[config.mk]
export PLATFORM = sky130hd
export DESIGN_NAME = acc_alu
export DESIGN_NICKNAME = d
export VERILOG_FILES = /design/src/rtl/acc_alu_pkg.sv /design/src/rtl/acc_alu_ctrl.sv /design/src/rtl/acc_alu_datapath.sv /design/src/rtl/acc_alu.sv
export SDC_FILE = /design/constraint.sdc
export NUM_CORES = 1
export LEC_CHECK = 0
export BUFFER_PORTS_ARGS = -buffer_cell sky130_fd_sc_hd__buf_2
export CAP_MARGIN = 20
export CORE_ASPECT_RATIO = 1.2
export CORE_MARGIN = 2
export CORE_UTILIZATION = 46
export DETAILED_ROUTE_END_ITERATION = 7
export PLACE_DENSITY_LB_ADDON = 0.15
export SLEW_MARGIN = 25
export SYNTH_ARGS = -nofsm -noshare
export SYNTH_HDL_FRONTEND = slang
export SYNTH_SLANG_ARGS = --single-unit
[constraint.sdc]
create_clock -name clk -period 30.2 [get_ports clk]
set_input_delay 1.51 -clock clk [delete_from_list [all_inputs] [get_ports clk]]
set_output_delay 1.51 -clock clk [all_outputs]
set_load 0.05 [all_outputs]
[src/rtl/acc_alu_pkg.sv]
package acc_alu_pkg;

  localparam int OP_W = 5;

  localparam logic [OP_W-1:0] OP_NOP   = 5'd0;
  localparam logic [OP_W-1:0] OP_LDA   = 5'd1;
  localparam logic [OP_W-1:0] OP_LDB   = 5'd2;
  localparam logic [OP_W-1:0] OP_LDPSW = 5'd3;
  localparam logic [OP_W-1:0] OP_ADD   = 5'd4;
  localparam logic [OP_W-1:0] OP_ADDC  = 5'd5;
  localparam logic [OP_W-1:0] OP_SUBB  = 5'd6;
  localparam logic [OP_W-1:0] OP_AND   = 5'd7;
  localparam logic [OP_W-1:0] OP_OR    = 5'd8;
  localparam logic [OP_W-1:0] OP_XOR   = 5'd9;
  localparam logic [OP_W-1:0] OP_NOT   = 5'd10;
  localparam logic [OP_W-1:0] OP_INCA  = 5'd11;
  localparam logic [OP_W-1:0] OP_DECA  = 5'd12;
  localparam logic [OP_W-1:0] OP_INCX  = 5'd13;
  localparam logic [OP_W-1:0] OP_DECX  = 5'd14;
  localparam logic [OP_W-1:0] OP_RL    = 5'd15;
  localparam logic [OP_W-1:0] OP_RLC   = 5'd16;
  localparam logic [OP_W-1:0] OP_RR    = 5'd17;
  localparam logic [OP_W-1:0] OP_RRC   = 5'd18;
  localparam logic [OP_W-1:0] OP_SWAP  = 5'd19;
  localparam logic [OP_W-1:0] OP_CLR   = 5'd20;
  localparam logic [OP_W-1:0] OP_CPL   = 5'd21;
  localparam logic [OP_W-1:0] OP_DA    = 5'd22;
  localparam logic [OP_W-1:0] OP_MUL   = 5'd23;
  localparam logic [OP_W-1:0] OP_DIV   = 5'd24;

  typedef enum logic [4:0] {
    SRC_PASS, SRC_OPND, SRC_ADD, SRC_SUB, SRC_AND, SRC_OR, SRC_XOR,
    SRC_NOT, SRC_INC, SRC_DEC, SRC_RL, SRC_RLC, SRC_RR, SRC_RRC,
    SRC_SWAP, SRC_ZERO, SRC_CPL, SRC_DA, SRC_MUL, SRC_DIV
  } resSel_e;

  typedef enum logic [1:0] {
    BSRC_OPND, BSRC_HI
  } bSel_e;

  typedef struct packed {
    logic    accWe;
    logic    bWe;
    logic    pswLoad;
    logic    cyWe;
    logic    acWe;
    logic    ovWe;
    logic    useCarryIn;
    logic    incOnOpnd;
    resSel_e resSel;
    bSel_e   bSel;
  } aluCtl_t;

endpackage

[src/rtl/acc_alu_ctrl.sv]
module acc_alu_ctrl
  import acc_alu_pkg::*;
(
  input  logic            opValid,
  input  logic [OP_W-1:0] opCode,
  output aluCtl_t         ctl
);

  always_comb begin
    ctl        = '0;
    ctl.resSel = SRC_PASS;
    ctl.bSel   = BSRC_OPND;
    case (opCode)
      OP_LDA:   begin ctl.resSel = SRC_OPND; ctl.accWe = 1'b1; end
      OP_LDB:   begin ctl.bWe = 1'b1; ctl.bSel = BSRC_OPND; end
      OP_LDPSW: ctl.pswLoad = 1'b1;
      OP_ADD: begin
        ctl.resSel = SRC_ADD; ctl.accWe = 1'b1;
        ctl.cyWe = 1'b1; ctl.acWe = 1'b1; ctl.ovWe = 1'b1;
      end
      OP_ADDC: begin
        ctl.resSel = SRC_ADD; ctl.accWe = 1'b1; ctl.useCarryIn = 1'b1;
        ctl.cyWe = 1'b1; ctl.acWe = 1'b1; ctl.ovWe = 1'b1;
      end
      OP_SUBB: begin
        ctl.resSel = SRC_SUB; ctl.accWe = 1'b1; ctl.useCarryIn = 1'b1;
        ctl.cyWe = 1'b1; ctl.acWe = 1'b1; ctl.ovWe = 1'b1;
      end
      OP_AND:   begin ctl.resSel = SRC_AND;  ctl.accWe = 1'b1; end
      OP_OR:    begin ctl.resSel = SRC_OR;   ctl.accWe = 1'b1; end
      OP_XOR:   begin ctl.resSel = SRC_XOR;  ctl.accWe = 1'b1; end
      OP_NOT:   begin ctl.resSel = SRC_NOT;  ctl.accWe = 1'b1; end
      OP_INCA:  begin ctl.resSel = SRC_INC;  ctl.accWe = 1'b1; end
      OP_DECA:  begin ctl.resSel = SRC_DEC;  ctl.accWe = 1'b1; end
      OP_INCX:  begin ctl.resSel = SRC_INC;  ctl.incOnOpnd = 1'b1; end
      OP_DECX:  begin ctl.resSel = SRC_DEC;  ctl.incOnOpnd = 1'b1; end
      OP_RL:    begin ctl.resSel = SRC_RL;   ctl.accWe = 1'b1; end
      OP_RLC:   begin ctl.resSel = SRC_RLC;  ctl.accWe = 1'b1; ctl.cyWe = 1'b1; end
      OP_RR:    begin ctl.resSel = SRC_RR;   ctl.accWe = 1'b1; end
      OP_RRC:   begin ctl.resSel = SRC_RRC;  ctl.accWe = 1'b1; ctl.cyWe = 1'b1; end
      OP_SWAP:  begin ctl.resSel = SRC_SWAP; ctl.accWe = 1'b1; end
      OP_CLR:   begin ctl.resSel = SRC_ZERO; ctl.accWe = 1'b1; end
      OP_CPL:   begin ctl.resSel = SRC_CPL;  ctl.accWe = 1'b1; end
      OP_DA:    begin ctl.resSel = SRC_DA;   ctl.accWe = 1'b1; ctl.cyWe = 1'b1; end
      OP_MUL: begin
        ctl.resSel = SRC_MUL; ctl.accWe = 1'b1; ctl.bWe = 1'b1;
        ctl.bSel = BSRC_HI; ctl.cyWe = 1'b1; ctl.ovWe = 1'b1;
      end
      OP_DIV: begin
        ctl.resSel = SRC_DIV; ctl.accWe = 1'b1; ctl.bWe = 1'b1;
        ctl.bSel = BSRC_HI; ctl.cyWe = 1'b1; ctl.ovWe = 1'b1;
      end
      default: ctl.resSel = SRC_PASS;
    endcase
    if (!opValid) begin
      ctl.accWe   = 1'b0;
      ctl.bWe     = 1'b0;
      ctl.pswLoad = 1'b0;
      ctl.cyWe    = 1'b0;
      ctl.acWe    = 1'b0;
      ctl.ovWe    = 1'b0;
    end
  end

endmodule

[src/rtl/acc_alu_datapath.sv]
module acc_alu_datapath
  import acc_alu_pkg::*;
#(
  parameter int DATA_W = 8
) (
  input  logic              clk,
  input  logic              rstN,
  input  aluCtl_t           ctl,
  input  logic              opndSel,
  input  logic [DATA_W-1:0] extIn,
  output logic [DATA_W-1:0] resultOut,
  output logic [DATA_W-1:0] hiOut,
  output logic [DATA_W-1:0] accOut,
  output logic [DATA_W-1:0] bOut,
  output logic              carryOut,
  output logic              auxOut,
  output logic              ovOut,
  output logic              parityOut
);

  localparam int MSB    = DATA_W - 1;
  localparam int NIB_W  = DATA_W / 2;
  localparam int PROD_W = 2 * DATA_W;
  localparam logic [NIB_W-1:0]  DEC_LIMIT = NIB_W'(9);
  localparam logic [NIB_W:0]    NIB_MAX   = {1'b0, {NIB_W{1'b1}}};
  localparam logic [DATA_W-1:0] LOW_FIX   = DATA_W'(6);
  localparam logic [DATA_W-1:0] HIGH_FIX  = LOW_FIX << NIB_W;

  logic [DATA_W-1:0] accQ, bQ, opnd, incBase, quot, rem, res, hiRes;
  logic              cyQ, acQ, ovQ, cin;
  logic [DATA_W:0]   sumW, diffW, daStep1, daStep2;
  logic [NIB_W:0]    sumLo, subLoRhs;
  logic [PROD_W-1:0] prod;
  logic              addAux, subAux, addOv, subOv;
  logic              lowFix, highFix, daCarry, divZero;
  logic              cyNext, acNext, ovNext;

  assign opnd = opndSel ? extIn : bQ;
  assign cin  = ctl.useCarryIn & cyQ;

  // adder and subtractor share the carry-in
  assign sumW     = {1'b0, accQ} + {1'b0, opnd} + {{DATA_W{1'b0}}, cin};
  assign diffW    = {1'b0, accQ} - {1'b0, opnd} - {{DATA_W{1'b0}}, cin};
  assign sumLo    = {1'b0, accQ[NIB_W-1:0]} + {1'b0, opnd[NIB_W-1:0]} + {{NIB_W{1'b0}}, cin};
  assign subLoRhs = {1'b0, opnd[NIB_W-1:0]} + {{NIB_W{1'b0}}, cin};
  assign addAux   = sumLo > NIB_MAX;
  assign subAux   = {1'b0, accQ[NIB_W-1:0]} < subLoRhs;
  assign addOv    = (accQ[MSB] == opnd[MSB]) && (sumW[MSB] != accQ[MSB]);
  assign subOv    = (accQ[MSB] != opnd[MSB]) && (diffW[MSB] != accQ[MSB]);

  assign incBase = ctl.incOnOpnd ? opnd : accQ;

  // two-step BCD correction
  assign lowFix  = (accQ[NIB_W-1:0] > DEC_LIMIT) || acQ;
  assign daStep1 = {1'b0, accQ} + (lowFix ? {1'b0, LOW_FIX} : '0);
  assign highFix = (daStep1[MSB:NIB_W] > DEC_LIMIT) || cyQ || daStep1[DATA_W];
  assign daStep2 = {1'b0, daStep1[MSB:0]} + (highFix ? {1'b0, HIGH_FIX} : '0);
  assign daCarry = cyQ | daStep1[DATA_W] | daStep2[DATA_W];

  assign prod    = PROD_W'(accQ) * PROD_W'(opnd);
  assign divZero = (ctl.resSel == SRC_DIV) && (opnd == '0);
  assign quot    = (opnd == '0) ? '0 : accQ / opnd;
  assign rem     = (opnd == '0) ? '0 : accQ % opnd;

  always_comb begin
    case (ctl.resSel)
      SRC_OPND: res = opnd;
      SRC_ADD:  res = sumW[MSB:0];
      SRC_SUB:  res = diffW[MSB:0];
      SRC_AND:  res = accQ & opnd;
      SRC_OR:   res = accQ | opnd;
      SRC_XOR:  res = accQ ^ opnd;
      SRC_NOT:  res = ~opnd;
      SRC_INC:  res = incBase + DATA_W'(1);
      SRC_DEC:  res = incBase - DATA_W'(1);
      SRC_RL:   res = {accQ[MSB-1:0], accQ[MSB]};
      SRC_RLC:  res = {accQ[MSB-1:0], cyQ};
      SRC_RR:   res = {accQ[0], accQ[MSB:1]};
      SRC_RRC:  res = {cyQ, accQ[MSB:1]};
      SRC_SWAP: res = {accQ[NIB_W-1:0], accQ[MSB:NIB_W]};
      SRC_ZERO: res = '0;
      SRC_CPL:  res = ~accQ;
      SRC_DA:   res = daStep2[MSB:0];
      SRC_MUL:  res = prod[MSB:0];
      SRC_DIV:  res = quot;
      default:  res = accQ;
    endcase
  end

  always_comb begin
    case (ctl.resSel)
      SRC_MUL: hiRes = prod[PROD_W-1:DATA_W];
      SRC_DIV: hiRes = rem;
      default: hiRes = '0;
    endcase
  end

  always_comb begin
    cyNext = cyQ;
    acNext = acQ;
    ovNext = ovQ;
    case (ctl.resSel)
      SRC_ADD: begin cyNext = sumW[DATA_W];  acNext = addAux; ovNext = addOv; end
      SRC_SUB: begin cyNext = diffW[DATA_W]; acNext = subAux; ovNext = subOv; end
      SRC_RLC: cyNext = accQ[MSB];
      SRC_RRC: cyNext = accQ[0];
      SRC_DA:  cyNext = daCarry;
      SRC_MUL: begin cyNext = 1'b0; ovNext = |prod[PROD_W-1:DATA_W]; end
      SRC_DIV: begin cyNext = 1'b0; ovNext = divZero; end
      default: ;
    endcase
  end

  always_ff @(posedge clk or negedge rstN) begin
    if (!rstN) begin
      accQ <= '0;
      bQ   <= '0;
    end else begin
      if (ctl.accWe && !divZero) accQ <= res;
      if (ctl.bWe && !divZero) bQ <= (ctl.bSel == BSRC_HI) ? hiRes : opnd;
    end
  end

  always_ff @(posedge clk or negedge rstN) begin
    if (!rstN) begin
      cyQ <= 1'b0;
      acQ <= 1'b0;
      ovQ <= 1'b0;
    end else if (ctl.pswLoad) begin
      cyQ <= opnd[MSB];
      acQ <= opnd[MSB-1];
      ovQ <= opnd[2];
    end else begin
      if (ctl.cyWe) cyQ <= cyNext;
      if (ctl.acWe) acQ <= acNext;
      if (ctl.ovWe) ovQ <= ovNext;
    end
  end

  assign resultOut = res;
  assign hiOut     = hiRes;
  assign accOut    = accQ;
  assign bOut      = bQ;
  assign carryOut  = cyQ;
  assign auxOut    = acQ;
  assign ovOut     = ovQ;
  assign parityOut = ^accQ;

  p_mul_flags_r10: assert property (@(posedge clk) disable iff (!rstN)
    (ctl.accWe && ctl.resSel == SRC_MUL) |=> (!carryOut && (ovOut == (bOut != '0))));

  p_div_zero_hold_r11: assert property (@(posedge clk) disable iff (!rstN)
    (ctl.accWe && divZero) |=> (ovOut && !carryOut && accOut == $past(accOut) && bOut == $past(bOut)));

  p_idle_stable_r13: assert property (@(posedge clk) disable iff (!rstN)
    (!ctl.accWe && !ctl.bWe && !ctl.pswLoad && !ctl.cyWe && !ctl.acWe && !ctl.ovWe)
    |=> ($stable(accOut) && $stable(bOut) && $stable(carryOut) && $stable(auxOut) && $stable(ovOut)));

  p_swap_nibbles_r8: assert property (@(posedge clk) disable iff (!rstN)
    (ctl.accWe && ctl.resSel == SRC_SWAP)
    |=> (accOut == {$past(accOut[NIB_W-1:0]), $past(accOut[MSB:NIB_W])}));

  p_load_parity_r12: assert property (@(posedge clk) disable iff (!rstN)
    (ctl.accWe && ctl.resSel == SRC_OPND) |=> (parityOut == ^$past(opnd)));

  p_rlc_carry_r7: assert property (@(posedge clk) disable iff (!rstN)
    (ctl.accWe && ctl.resSel == SRC_RLC) |=> (carryOut == $past(accOut[MSB]) && accOut[0] == $past(carryOut)));

endmodule

[src/rtl/acc_alu.sv]
module acc_alu
  import acc_alu_pkg::*;
#(
  parameter int DATA_W = 8
) (
  input  logic              clk,
  input  logic              rstN,
  input  logic              opValid,
  input  logic [OP_W-1:0]   opCode,
  input  logic              opndSel,
  input  logic [DATA_W-1:0] extIn,
  output logic [DATA_W-1:0] resultOut,
  output logic [DATA_W-1:0] hiOut,
  output logic [DATA_W-1:0] accOut,
  output logic [DATA_W-1:0] bOut,
  output logic              carryOut,
  output logic              auxOut,
  output logic              ovOut,
  output logic              parityOut
);

  aluCtl_t ctl;

  acc_alu_ctrl u_ctrl (
    .opValid (opValid),
    .opCode  (opCode),
    .ctl     (ctl)
  );

  acc_alu_datapath #(.DATA_W(DATA_W)) u_dp (
    .clk       (clk),
    .rstN      (rstN),
    .ctl       (ctl),
    .opndSel   (opndSel),
    .extIn     (extIn),
    .resultOut (resultOut),
    .hiOut     (hiOut),
    .accOut    (accOut),
    .bOut      (bOut),
    .carryOut  (carryOut),
    .auxOut    (auxOut),
    .ovOut     (ovOut),
    .parityOut (parityOut)
  );

endmodule

==> impl_metrics.json, run 1 <==
{
  "cts_root_buf": "clkbuf_16",
  "synth_cell_type_count": 83,
  "synth.top_cells.by_count": "135 x ha_1, 98 x nor2_1, 90 x inv_1, 90 x nand2_1, 59 x o21ai_0",
  "grt_max_degree": 30,
  "overflow": 0,
  "final_nets": 1269,
  "firstDrtPassIters": 5,
  "cp_num_buf_inv": 4,
  "ys_seq_area_frac": 0.06012,
  "cp-start-kind": "primary input",
  "finalWirelength_um": 29420,
  "clock-sinks": 19,
  "end_kind": "primary output",
  "placed_cells": 1284,
  "path_class": "in -> out",
  "max-slew-margin-rel": 0.2719,
  "syn-num-nets": 1227,
  "setup_viol_count_final": 0,
  "hold_class": "reg -> reg",
  "wl_met3_um": 2629,
  "drt-initial-drc-count": 907,
  "slowest_stage": "or4_4",
  "area_delta_synth_final_pct": 8.274,
  "fin_skew_ns": 0.005082,
  "syn_area_mm2": 0.007909,
  "n_antenna_cell": 0,
  "grt_pass1_wl_um": 44890,
  "whs_ns": 0.5537,
  "syn_area_per_cell_um2": 7.671,
  "insertion_delay_ns": 0.27,
  "io_buffers": 52,
  "grt_usage": 0.3249,
  "dr.max_layer_used": "met4",
  "vias": 8226,
  "critPathRequiredTime_ns": 28.69,
  "fin_setup_tns_ns": 0,
  "synth_cells": 1031,
  "final_util": 0.5082,
  "die_w_um": 123.7,
  "drv_slew": 0,
  "cap_violations": 0,
  "cts_setup_buffers": 0,
  "cts_buffer_depth": 2,
  "drive_above_1_share": 0.1119,
  "synth_warnings": 0,
  "synth_area_leader_cell": "ha_1",
  "path_common_cell": "ha_1",
  "synth_area_leaders": "ha_1 21%, fa_1 11%, dfrtp_1 6.0%",
  "h-tree-depth": 1,
  "num_rows": 52,
  "critical-path-top-delay-family": "compound AO/OA/AOI/OAI gates",
  "routabilityCongestion": 1.051,
  "cts_buffers": 3,
  "grt_antenna_before_repair": 0,
  "n_fill_cell": 1714,
  "die_y_um": 147.6,
  "wl_per_cell_um": 22.84,
  "clk_pin_slew_ns": 0.07,
  "routed_via_density": 6.387,
  "grt_setup_unrepaired": "no",
  "start_util": 0.4693,
  "worstMarginPinSlew_ns": 1.084,
  "outcome": "finished clean",
  "cts_hold_buffers": 0,
  "dpl.hpwl_um": 22750,
  "netlist.area_leader.share": 0.2136,
  "ys_seq_elements": 19,
  "max_freq_mhz": 60.90,
  "drc_errors": 0,
  "dr_wl_met2_um": 13230,
  "final_cells": 1288,
  "timing.final.crit_share": 0.5438,
  "max_stage_delay_ns": 0.57,
  "synth_edf_count": 0,
  "cts_tree": "yes",
  "synth_most_common_cell": "ha_1",
  "ant_nets": 0,
  "ys_async_sr_fraction": 1.000,
  "core_mm2": 0.01685,
  "cts_resized": 0,
  "grt_pass1_vias": 7808,
  "wl_met1_um": 11720,
  "period_minus_slack_ns": 16.42,
  "critPathArrivalTime_ns": 14.91,
  "path_max_fanout": 17,
  "hold_violations": 0,
  "die_area_mm2": 0.01826,
  "ys.flop_type": "dfrtp_1",
  "io_pins": 53
}
metal layers:
layer / track usage / vias to the layer above
li1: - / 3782
met1: 0.4150 / 3859
met2: 0.5239 / 470
met3: 0.05285 / 115
met4: 0.1653 / 0
met5: 0 / -
per-stage QoR:
step,setup slack [ns],area (µm²)
after floorplan,14.62,7909
after global placement,14.17,8467
after detailed placement,13.84,8484
after CTS,13.82,8563
after global routing,12.64,8563
final,13.78,8563
worst register-to-register path, delay by kind of cell (launching register included):
family,cells,cell delay (ns)
buffers and inverters,3,0.98
multiplexers,4,1.15
AO/OA/AOI/OAI,23,6.38
adder cells (fa/ha/maj),8,2.48
flip-flops,1,0.32
AND/OR/NAND/NOR,14,2.49
cell usage in the layout, fill, tap and decap left out, types with 32 or more instances in the layout:
cell	n
ha_1	135
nor2_1	98
nand2_1	90
inv_1	90
o21ai_0	59
buf_2	52
a21oi_1	51
fa_1	44
nor3_1	36
xnor2_1	32
cells by family (layout without fill, tap and decap cells):
group,count (synthesis),after routing,synth area share
AOI/OAI and AO/OA,274,274,0.2428
muxes,30,30,0.04208
DFF,19,19,0.06012
and+or+nand+nor,343,343,0.2076
xor gates and xnor gates,52,52,0.05759
buffers and inverters,134,175,0.06486
adders and majority gates,179,179,0.3249
state kept, by name, indices dropped and copies added, names as in the netlist:
register and flops:
u_dp.accOut 8, u_dp.carryOut 1, u_dp.bOut 8, u_dp.ovOut 1
u_dp.auxOut 1
worst paths after layout:
path | start | depth (start not counted) | slack [ns] | to
max | opndSel | 52 | 13.78 | resultOut[0]
min | u_dp.bOut[0] | 2 | 0.55 | u_dp.bOut[0]
max reg2reg | u_dp.accOut[2] | 52 | 16.31 | u_dp.accOut[0]
min reg2reg | u_dp.bOut[0] | 2 | 0.55 | u_dp.bOut[0]
max in group asynchronous | rstN | 1 | 28.60 | u_dp.auxOut
min in group asynchronous | rstN | 1 | 1.23 | u_dp.bOut[5]
final cells by class:
type	count	area, µm²	area share
multi-input combinational	878	6945	0.8111
inverter	96	360.3	0.04208
timing repair buffer	75	432.9	0.05056
sequential	19	475.5	0.05552
tap	216	270.3	0.03156
clock buffer	4	78.83	0.009205
Power of run 1 is not shown: default switching activity piles up to over one toggle a cycle in this logic, so the estimate is an artifact.
==> run 2: changes to the inputs <==
==> constraint.sdc (replaced) <==
create_clock -name clk -period 13.2 [get_ports clk]
set_input_delay 0.66 -clock clk [delete_from_list [all_inputs] [get_ports clk]]
set_output_delay 0.66 -clock clk [all_outputs]
set_load 0.05 [all_outputs]
==> run 2 against run 1 <==
Against the previous run: setup slack worse by 13 ns; clock skew is 0.00075 ns lower; global-route usage is 0.64 points higher; worst hold slack worse by 0.17 ns; cell count is 2.7% higher; via count is 2.0% higher; register-to-register slack worse by 15 ns; clock-buffer cell count stayed put; routed wire length is 2.0% higher; utilization is 3.0 points higher.
==> impl_metrics.json, run 2 (synthesis results as in run 1) <==
{
  "routed_via_density": 6.340,
  "cts_root_buf": "clkbuf_16",
  "num_rows": 52,
  "drive_above_1_share": 0.1698,
  "final_cell_mix": "130 x ha_1, 96 x nor2_1, 90 x nand2_1, 90 x inv_1, 59 x buf_4",
  "fin_setup_tns_ns": 0,
  "path_max_fanout": 10,
  "final_nets": 1304,
  "area_delta_synth_final_pct": 14.62,
  "n_fill_cell": 1620,
  "grt_pass1_vias": 8069,
  "path_common_cell": "buf_4",
  "reg2reg_depth": 51,
  "io_buffers": 52,
  "core_mm2": 0.01685,
  "wl_per_cell_um": 22.68,
  "drv_slew": 0,
  "clock-sinks": 19,
  "cts_hold_buffers": 0,
  "worst_r2r_endpoint": "u_dp.bOut[6]",
  "path_class": "in -> out",
  "die_area_mm2": 0.01826,
  "slowest_stage": "or4_1",
  "cts_buffers": 3,
  "worstMarginPinSlew_ns": 1.152,
  "end_kind": "primary output",
  "clk_pin_slew_ns": 0.06,
  "ant_nets": 0,
  "firstDrtPassIters": 6,
  "insertion_delay_ns": 0.26,
  "rrSetupSlack_ns": 1.31,
  "drc_errors": 0,
  "n_antenna_cell": 0,
  "grt_max_degree": 30,
  "r2r-start": "u_dp.bOut[4]",
  "grt_pass1_wl_um": 45990,
  "cts_tree": "yes",
  "cts_buffer_depth": 2,
  "fin_ws_ns": 0.4201,
  "fin_skew_ns": 0.004335,
  "multi_input_area_mm2": 0.007174,
  "place_ws_ns": -0.3171,
  "outcome": "finished clean",
  "setup_viol_count_final": 0,
  "max_stage_delay_ns": 0.53,
  "grt_antenna_before_repair": 1,
  "io_pins": 53,
  "die_w_um": 123.7,
  "die_y_um": 147.6,
  "regArea_um2": 476.7,
  "final_common_cell": "ha_1",
  "grt_usage": 0.3313,
  "whs_ns": 0.3796,
  "h-tree-depth": 1,
  "drt-initial-drc-count": 1116,
  "period_minus_slack_ns": 12.78,
  "routabilityCongestion": 1.009,
  "finalWirelength_um": 30010,
  "cp-start-kind": "primary input",
  "dpl.hpwl_um": 23150,
  "max_freq_mhz": 78.25,
  "cap_violations": 0,
  "overflow": 0,
  "timing.final.crit_share": 0.9682,
  "hold_class": "in -> async",
  "vias": 8388,
  "critPathArrivalTime_ns": 12.12,
  "critPathRequiredTime_ns": 12.54,
  "hold_violations": 0,
  "max-slew-margin-rel": 0.2264,
  "start_util": 0.4693
}
[run 2: cell count changes in the layout (fill, tap and decap cells not counted), moves of 3 or more]
cell,change
buf_4,+36
ha_1,-5
o21ai_0,-5
o21ai_2,+5
ha_4,+4
nor3_1,-4
a21oi_1,-3
a21oi_2,+3
nor3_2,+3
[run 2: routing by layer]
metal  up-vias  track usage  routed length (µm)
met1      3923       0.4214               11410
met5         -            0                   0
met4         0       0.1557                1705
li1       3857            -                   -
met3       118      0.05401                3067
met2       490       0.5423               13820
[run 2: how the worst max path moves through the flow]
stage / start / to / slack, ns
finish: opndSel / hiOut[6] / 0.42
global route: opndSel / hiOut[6] / -0.19
global placement: opndSel / resultOut[0] / -0.11
CTS: opndSel / hiOut[6] / 0.004
detailed placement: opndSel / resultOut[0] / -0.32
floorplan: opndSel / resultOut[0] / 0.02
[run 2: worst max-delay path, delay by kind of cell]
family	cells	cell delay (ns)
AOI/OAI and AO/OA	20	3.98
adders and majority gates	7	1.75
buffers and inverters	8	1.23
muxes	5	1.37
and+or+nand+nor	12	3.11
[run 2: layout make-up]
type	count	area share
clock buffer	4	0.008696
inverter	96	0.03975
multi-input combinational	878	0.7914
sequential	19	0.05259
tap	216	0.02981
timing repair buffer	110	0.07771
[run 2: per-stage QoR]
stage          utilization  cells  cell area, µm²
2_1_floorplan            -   1031            7944
3_3_place_gp        0.5183   1314            8735
3_5_place_dp        0.5189   1314            8745
4_1_cts             0.5247   1318            8842
5_1_grt             0.5379   1323            9065
6_report            0.5379   1323            9065
[run 2: timing repair]
action | CTS | global route
endpoints found under the setup margin | 6 | 12
pin swaps | 1 | 7
buffers inserted | 0 | 5
gates resized for setup | 5 | 39
Power of run 2 is left out for the same reason.
==> run 3: changes to the inputs <==
--- a/config.mk
+++ b/config.mk
@@ -12,6 +12,7 @@
 export CORE_UTILIZATION = 46
 export DETAILED_ROUTE_END_ITERATION = 7
 export PLACE_DENSITY_LB_ADDON = 0.15
+export RECOVER_POWER = 50
 export SLEW_MARGIN = 25
 export SYNTH_ARGS = -nofsm -noshare
 export SYNTH_HDL_FRONTEND = slang
==> run 3 against run 2 <==
Against the previous run: clock-buffer cell count unchanged; global-route usage unchanged; routed wire length increased by 0.43%; largest cell class unchanged.
==> impl_metrics.json, run 3 (synthesis results as in run 1) <==
{
  "drv_slew": 0,
  "cts_buffer_depth": 2,
  "placed_cells": 1314,
  "path_class": "in -> out",
  "area_delta_synth_final_pct": 14.33,
  "drive_above_1_share": 0.1536,
  "worstMarginPinSlew_ns": 1.342,
  "firstDrtPassIters": 6,
  "cts_buffers": 3,
  "h-tree-depth": 1,
  "r2r-start": "u_dp.bOut[4]",
  "grt_usage": 0.3313,
  "endpoint": "hiOut[6]",
  "grt_antenna_before_repair": 1,
  "critPathArrivalTime_ns": 12.12,
  "max-slew-margin-rel": 0.1055,
  "ant_nets": 0,
  "timing.final.crit_share": 0.9685,
  "critPathRequiredTime_ns": 12.54,
  "drc_errors": 0,
  "path_max_fanout": 10,
  "min_path_cells": 2,
  "cts_tree": "yes",
  "final_nets": 1304,
  "reg2reg_depth": 51,
  "io_pins": 53,
  "fin_skew_ns": 0.003876,
  "routed_via_density": 6.320,
  "slowest_stage": "or4_1",
  "final_cell_mix": "130 x ha_1, 96 x nor2_1, 90 x nand2_1, 90 x inv_1, 59 x buf_4",
  "rrSetupSlack_ns": 1.31,
  "wl_per_cell_um": 22.78,
  "die_y_um": 147.6,
  "max_stage_delay_ns": 0.53,
  "final_cells": 1323,
  "finalWirelength_um": 30140,
  "drt-initial-drc-count": 1027,
  "final_common_cell": "ha_1",
  "vias": 8362,
  "worst_r2r_endpoint": "u_dp.bOut[6]",
  "end_kind": "primary output",
  "setup_viol_count_final": 0,
  "overflow": 0,
  "core_mm2": 0.01685,
  "num_rows": 52,
  "hold_class": "reg -> reg",
  "outcome": "finished clean",
  "die_w_um": 123.7,
  "grt_max_degree": 30,
  "cts_hold_buffers": 0,
  "io_buffers": 52,
  "dpl.hpwl_um": 23150,
  "critPathLaunch": "opndSel",
  "path_common_cell": "buf_4",
  "period_minus_slack_ns": 12.78,
  "grt_pass1_vias": 8069,
  "cap_violations": 0,
  "whs_ns": 0.5827,
  "insertion_delay_ns": 0.26,
  "routabilityCongestion": 1.009,
  "n_fill_cell": 1633,
  "n_antenna_cell": 0,
  "start_util": 0.4693,
  "cp-start-kind": "primary input",
  "clock-sinks": 19,
  "grt_pass1_wl_um": 45990,
  "cts_root_buf": "clkbuf_16",
  "hold_violations": 0,
  "die_area_mm2": 0.01826,
  "clk_pin_slew_ns": 0.06,
  "max_freq_mhz": 78.22
}
==> run 3: worst min path at each step <==
stage / startpoint / to / slack [ns]
after floorplan: rstN / u_dp.accOut[0] / 0.36
after global placement: u_dp.bOut[0] / u_dp.bOut[0] / 0.56
after detailed placement: u_dp.bOut[0] / u_dp.bOut[0] / 0.57
after CTS: rstN / u_dp.accOut[1] / 0.39
after global routing: u_dp.bOut[0] / u_dp.bOut[0] / 0.63
final: u_dp.bOut[0] / u_dp.bOut[0] / 0.58
==> run 3: repair_timing <==
action                                  4_1_cts  5_1_grt
endpoints found under the setup margin        6       12
pin swaps                                     1        7
resized for setup                             5       39
setup buffers                                 0        5
==> run 3: routing by layer <==
metal  GRT usage  vias to the layer above  routed length (µm)
met5           0                        -                   0
met4      0.1557                        0                1697
met3     0.05401                      110                2875
met2      0.5423                      450               13880
met1      0.4214                     3945               11690
li1            -                     3857                   -
==> run 3: critical path, delay by kind of cell <==
kind / cells / cell delay (ns)
buffers and inverters: 8 / 1.23
and+or+nand+nor: 12 / 3.11
AOI/OAI and AO/OA: 20 / 3.98
adders and majority gates: 7 / 1.75
muxes: 5 / 1.37
==> run 3: area by class of cell <==
| type | count | area, µm² | area share |
|---|---|---|---|
| Multi-Input combinational cell | 878 | 7174 | 0.7934 |
| Timing Repair Buffer | 110 | 681.9 | 0.07541 |
| Sequential cell | 19 | 476.7 | 0.05272 |
| Inverter | 96 | 360.3 | 0.03985 |
| Tap cell | 216 | 270.3 | 0.02989 |
| Clock buffer | 4 | 78.83 | 0.008717 |
==> run 3: metrics by stage <==
stage	setup WS, ns	area [µm²]	TNS (ns)	util
2_1_floorplan	0.02065	7944	0	-
6_report	0.4157	9042	0	0.5366
5_1_grt	-0.1916	9042	-0.7578	0.5366
3_5_place_dp	-0.3171	8745	-0.5661	0.5189
3_3_place_gp	-0.1131	8735	-0.1131	0.5183
4_1_cts	0.004021	8842	0	0.5247
Power of run 3 is left out for the same reason.
